<file path="src/rtl/hsr_pkg.sv">
package hsr_pkg;
  typedef enum logic {
    POL_LOW  = 1'b0,
    POL_HIGH = 1'b1
  } pol_e;
endpackage

</file>
<file path="src/rtl/hsr_sync.sv">
module hsr_sync #(
  parameter int STAGES = 2
) (
  input  logic clk,
  input  logic rst_n,
  input  logic d,
  output logic q
);
  logic [STAGES-1:0] st_q;

  generate
    if (STAGES == 1) begin : g_single
      always_ff @(posedge clk or negedge rst_n) begin
        if (!rst_n) st_q <= '0;
        else        st_q <= d;
      end
    end else begin : g_chain
      always_ff @(posedge clk or negedge rst_n) begin
        if (!rst_n) st_q <= '0;
        else        st_q <= {st_q[STAGES-2:0], d};
      end
    end
  endgenerate

  assign q = st_q[STAGES-1];
endmodule

</file>
<file path="src/rtl/hsr_poldet.sv">
module hsr_poldet
  import hsr_pkg::*;
#(
  parameter int CNT_W = 12
) (
  input  logic clk,
  input  logic rst_n,
  input  logic raw,
  output pol_e det
);
  logic             raw_q;
  logic [CNT_W-1:0] hi_q, hi_n, lo_q, lo_n;
  logic             started_q, started_n;
  logic             cvld_q, cvld_n;
  pol_e             cand_q, cand_n, det_q, det_n;
  pol_e             line_pol;
  logic             rise;

  assign rise     = raw & ~raw_q;
  assign line_pol = (hi_q < lo_q) ? POL_HIGH : POL_LOW;

  always_comb begin
    hi_n      = hi_q;
    lo_n      = lo_q;
    started_n = started_q;
    cvld_n    = cvld_q;
    cand_n    = cand_q;
    det_n     = det_q;
    if (rise) begin
      hi_n      = {{(CNT_W-1){1'b0}}, 1'b1};
      lo_n      = '0;
      started_n = 1'b1;
      if (started_q) begin
        cand_n = line_pol;
        cvld_n = 1'b1;
        if (cvld_q && (cand_q == line_pol)) det_n = line_pol;
      end
    end else if (raw) begin
      if (hi_q != '1) hi_n = hi_q + 1'b1;
    end else begin
      if (lo_q != '1) lo_n = lo_q + 1'b1;
    end
  end

  always_ff @(posedge clk or negedge rst_n) begin
    if (!rst_n) begin
      raw_q     <= 1'b0;
      hi_q      <= '0;
      lo_q      <= '0;
      started_q <= 1'b0;
      cvld_q    <= 1'b0;
      cand_q    <= POL_LOW;
      det_q     <= POL_LOW;
    end else begin
      raw_q     <= raw;
      hi_q      <= hi_n;
      lo_q      <= lo_n;
      started_q <= started_n;
      cvld_q    <= cvld_n;
      cand_q    <= cand_n;
      if (rise) det_q <= det_n;
    end
  end

  assign det = det_q;
endmodule

</file>
<file path="src/rtl/hsr_pulse.sv">
module hsr_pulse #(
  parameter int WID_W = 8
) (
  input  logic             clk,
  input  logic             rst_n,
  input  logic             norm,
  input  logic             coast,
  input  logic [WID_W-1:0] width,
  output logic             lead,
  output logic             active,
  output logic             ref_q
);
  logic             norm_q;
  logic             act_q, act_n;
  logic [WID_W-1:0] cnt_q, cnt_n;
  logic             ref_n;

  assign lead = norm & ~norm_q;

  always_comb begin
    act_n = act_q;
    cnt_n = cnt_q;
    if (lead && !coast) begin
      act_n = 1'b1;
      cnt_n = width;
    end else if (act_q) begin
      if (cnt_q == '0) act_n = 1'b0;
      else             cnt_n = cnt_q - 1'b1;
    end
    ref_n = norm & ~coast;
  end

  always_ff @(posedge clk or negedge rst_n) begin
    if (!rst_n) begin
      norm_q <= 1'b1;
      act_q  <= 1'b0;
      cnt_q  <= '0;
      ref_q  <= 1'b0;
    end else begin
      norm_q <= norm;
      act_q  <= act_n;
      cnt_q  <= cnt_n;
      ref_q  <= ref_n;
    end
  end

  assign active = act_q;
endmodule

</file>
<file path="src/rtl/hsync_regen.sv">
module hsync_regen
  import hsr_pkg::*;
#(
  parameter int SYNC_STAGES = 2,
  parameter int WID_W       = 8,
  parameter int CNT_W       = 12
) (
  input  logic             clk,
  input  logic             rst_n,
  input  logic             sync_in,
  input  logic             coast_in,
  input  logic             cfg_auto_pol,
  input  logic             cfg_man_pol,
  input  logic             cfg_out_pol,
  input  logic             cfg_coast_en,
  input  logic [WID_W-1:0] cfg_width,
  output logic             sync_out,
  output logic             ref_out
);
  logic rst_n_s;
  logic raw;
  pol_e det;
  pol_e pol_use;
  logic norm;
  logic coast_eff;
  logic lead;
  logic pulse_act;

  hsr_sync #(.STAGES(2)) u_rst_sync (
    .clk(clk), .rst_n(rst_n), .d(1'b1), .q(rst_n_s)
  );

  hsr_sync #(.STAGES(SYNC_STAGES)) u_in_sync (
    .clk(clk), .rst_n(rst_n_s), .d(sync_in), .q(raw)
  );

  hsr_poldet #(.CNT_W(CNT_W)) u_poldet (
    .clk(clk), .rst_n(rst_n_s), .raw(raw), .det(det)
  );

  assign pol_use   = cfg_auto_pol ? det : (cfg_man_pol ? POL_HIGH : POL_LOW);
  assign norm      = (pol_use == POL_HIGH) ? raw : ~raw;
  assign coast_eff = cfg_coast_en & coast_in;

  hsr_pulse #(.WID_W(WID_W)) u_pulse (
    .clk(clk), .rst_n(rst_n_s), .norm(norm), .coast(coast_eff),
    .width(cfg_width), .lead(lead), .active(pulse_act), .ref_q(ref_out)
  );

  assign sync_out = cfg_out_pol ? pulse_act : ~pulse_act;
endmodule

</file>
<file path="config.mk">
export PLATFORM = sky130hd
export DESIGN_NAME = hsync_regen
export DESIGN_NICKNAME = d
export VERILOG_FILES = /design/src/rtl/hsr_pkg.sv /design/src/rtl/hsr_sync.sv /design/src/rtl/hsr_poldet.sv /design/src/rtl/hsr_pulse.sv /design/src/rtl/hsync_regen.sv
export SDC_FILE = /design/constraint.sdc
export NUM_CORES = 1
export LEC_CHECK = 0
export CAP_MARGIN = 20
export CELL_PAD_IN_SITES_DETAIL_PLACEMENT = 1
export CELL_PAD_IN_SITES_GLOBAL_PLACEMENT = 2
export CORE_UTILIZATION = 38
export CTS_BUF_LIST = sky130_fd_sc_hd__clkbuf_4 sky130_fd_sc_hd__clkbuf_8
export DETAILED_ROUTE_END_ITERATION = 10
export PLACE_DENSITY_LB_ADDON = 0.08
export SYNTH_ARGS = -nofsm -noshare
export SYNTH_HDL_FRONTEND = slang
export SYNTH_SLANG_ARGS = --single-unit
</file>
<file path="constraint.sdc">
create_clock -name clk -period 1.8 [get_ports clk]
set_input_delay 0.27 -clock clk [delete_from_list [all_inputs] [get_ports clk]]
set_output_delay 0.27 -clock clk [all_outputs]
set_load 0.03 [all_outputs]
</file>
==> run metrics <==
net count reported at finish 357; cell area after placement 2990 um2; top post-synthesis cells by area dfrtp_1, ha_1, xnor2_1; Iter 0 DRT Violations 35; largest net degree at the start of global routing 24; global-route wire length before repair 10100 um; Die H between 80 and 90 um; sequential fraction of design power 0.422; run status finished with violations; Longest Clk Path Bufs 2; met3 routed wirelength 151 um; count of non-filler cells in the finished layout ~400; violations in the final reports setup timing; critical path's top delay family simple AND/OR/NAND/NOR gates; M1 wire length between 2000 and 3000 um; Pwr Total roughly 3200 uW; DRC errors left 0; Final Cycle Share 1.08; ratio of routed vias to standard cells 5.22; CTS H-Tree Depth 2; smallest setup slack after layout -0.140 ns; area fraction of the dominant cell type after synthesis 0.447; total gr overflow 0; fraction of the mapped netlist area in compound gates 0.124; vias post-DR 2097; horizontal die dimension between 80 and 90 um; post-synthesis async set-or-reset flop share 1.00; reg2reg setup slack -0.14 ns; adder and majority cell fraction of the synthesized area 0.0780; switching share of power 0.338; Initial Util 0.400; portion of netlist area occupied by mux cells 0.0348; Post-synth EDFFs 0; layout-stage area growth over the synthesis result 35.9%; Initial DRT Pass Iterations 4; Placed Cells incl. Taps 388; synthesized-area fraction occupied by xor and xnor cells 0.0546; antenna violations before repair 0; Worst EP required ~2.0 ns; Antenna Nets Post-Route 0; area leader, netlist dfrtp_1; TritonCTS buffer count 5; clock share of power 0.209; PortBufs 17; clock network latency to the later pin of the worst-skew pair 0.30 ns; cell count after synthesis 260; max cap viols 0; flop and latch count out of synthesis between 40 and 50; final routed wirelength across all metal layers 6240 um; maximum vdd ir drop 0.466 mV; combined global-route utilization of all metal layers 0.203; syn avg cell area 9.26 um2; Min Clock Period, post-route 1.94 ns; max incr delay on CP 0.54 ns; vias in the first global route between 2000 and 2500; TritonCTS clock tree built; worst hold slack after final layout 0.127 ns; proportion of power drawn by combinational gates 0.369; Layout Cell Area excl Fill 3270 um2; number of I/O pins 18; total internal power 2120 uW; post-DR wirelength/cell around 16 um; Synth top cells by count dfrtp_1, nor2_1, nand2_1, a21oi_1, inv_1; Die Footprint between 6000 and 7000 um2; leakage power summed over all cells 0.00139 uW; Netlist Area Pre-Place 2410 um2; placed wire-length estimate after detailed placement 4540 um; Root Buffer Master clkbuf_8; Worst Path Arrival 2.11 ns; setup-violating endpoint count in the final report 4; combined buffer and inverter count along the critical path 0; DR WL met2 3240 um; post-synthesis simple-gate area fraction 0.212; power density of the placed cells 979 nW/um2; Worst Path Class, Setup flop to flop; post-synthesis net count 291; sequential-to-total area share from yosys stat 0.458; number of placement rows 28; largest fanout on the critical path 2; dominant combinational cell family by area after synthesis simple AND/OR/NAND/NOR gates; core region area roughly 6000 um2; Hold Buf Count CTS 0; number of inserted diodes 0; final setup skew about 0.0057 ns; total net switching power between 1000 and 1500 uW; master of the slowest instance on the critical path or4b_4; unrepaired setup endpoints after global routing true; Hold Violations, Final 0; cell with the most instances after synthesis dfrtp_1; GPL Wtd Cong about 0.77; count of distinct cell types in the synthesized netlist 38; clock sink count between 40 and 50; number of warnings printed during yosys synthesis 0; clock-pin slew on the worst setup and hold paths 0.09 ns; prevailing post-synth register cell dfrtp_1; Max Clock Freq 0.516 GHz; class of the tightest hold or removal check input pin to async pin; share of final-layout standard cells stronger than drive strength 1 0.269; highest layer used for signal routing met4; crit path launch type flop; Post-Route Setup TNS -0.172 ns; CP Capture Type flop; crit-path cells or4b_4 -> or3_4 -> or3_1 -> mux2i_1 -> a21oi_1; final count of pins violating max slew 0
-- cells by family (layout without fill, tap and decap cells) --
family          after synthesis  count (layout)
simple gates                103             103
compound gates               50              50
flops                        44              44
buf+inv                      24              91
fa+ha+maj                    15              15
xor+xnor                     15              15
mux                           8               8
other cells                   1               1
-- placed cells by master, fill, tap and decap left out, drive strengths merged, types with 4 or more instances in the layout --
cell and instances:
buf 50, dfrtp 43, nor2 26, nand2 24, a21oi 22, inv 17, clkdlybuf4s50 16, xnor2 15
ha 15, o21ai 14, nand3 11, nor3 11, or3 9, clkbuf 6, mux2i 5, nand4 4
nand2b 4, a211oi 4
-- final cells by class --
class / instances / area (um2)
clock buffer: 6 / 82.6
fill: 686 / 2750
timing repair buffer: 66 / 552
tap: 75 / 93.8
sequential: 44 / 1110
inverter: 17 / 66.3
clock inverter: 2 / 15.0
multi-input combinational: 192 / 1360
-- flip-flops by register name, indices dropped and copies added, names as in the netlist --
signal	count
u_pulse.norm_q	1
u_poldet.started_q	1
u_poldet.det	1
u_poldet.raw_q	1
u_rst_sync.st_q	2
u_pulse.ref_q	1
u_poldet.cand_q	1
u_pulse.active	1
u_poldet.lo_q	12
u_pulse.cnt_q	8
u_poldet.cvld_q	1
u_poldet.hi_q	12
u_in_sync.st_q	2
-- final timing paths --
check,endpoint,cells past startpoint,start
setup reg to reg,u_pulse.cnt_q[7]$_DFFE_PN0P_,5,u_pulse.cnt_q[1]$_DFFE_PN0P_
hold reg to reg,u_poldet.lo_q[5]$_DFFE_PN0P_,0,u_rst_sync.st_q[1]$_DFF_PN0_
max in group asynchronous,u_pulse.norm_q$_DFF_PN1_,1,u_rst_sync.st_q[1]$_DFF_PN0_
setup / recovery,u_pulse.cnt_q[7]$_DFFE_PN0P_,5,u_pulse.cnt_q[1]$_DFFE_PN0P_
hold / removal,u_rst_sync.st_q[1]$_DFF_PN0_,1,rst_n
min in group clk,u_in_sync.st_q[1]$_DFF_PN0_,0,u_in_sync.st_q[0]$_DFF_PN0_
-- routing by layer --
metal  vias up  GRT usage
met5         -          0
met1      1025      0.221
met3         9     0.0400
met4         0     0.0632
met2        21      0.393
li1       1042          -
-- power by group through the flow --
| stage | logic (uW) | clock network [uW] | registers, uW |
|---|---|---|---|
| finish | 1180 | 668 | 1350 |
| global route | 1310 | 737 | 1380 |
| CTS | 1150 | 696 | 1350 |
| detailed placement | 1030 | 0 | 1350 |
| global placement | 1000 | 0 | 1350 |
| floorplan | 564 | 0 | 1340 |
-- per-stage QoR --
stage	worst slack, ns	util
floorplan	-0.114	-
global placement	-0.123	0.496
detailed placement	-0.208	0.496
CTS	-0.144	0.531
global route	-0.179	0.543
finish	-0.140	0.543
-- what timing repair did --
item                       in CTS  in global routing
cloned                          0                  0
setup endpoints to repair       8                 17
buffers inserted                6                  1
resized for setup              16                 17
pin swaps                       6                  7
(Power assumes the default switching activity.)
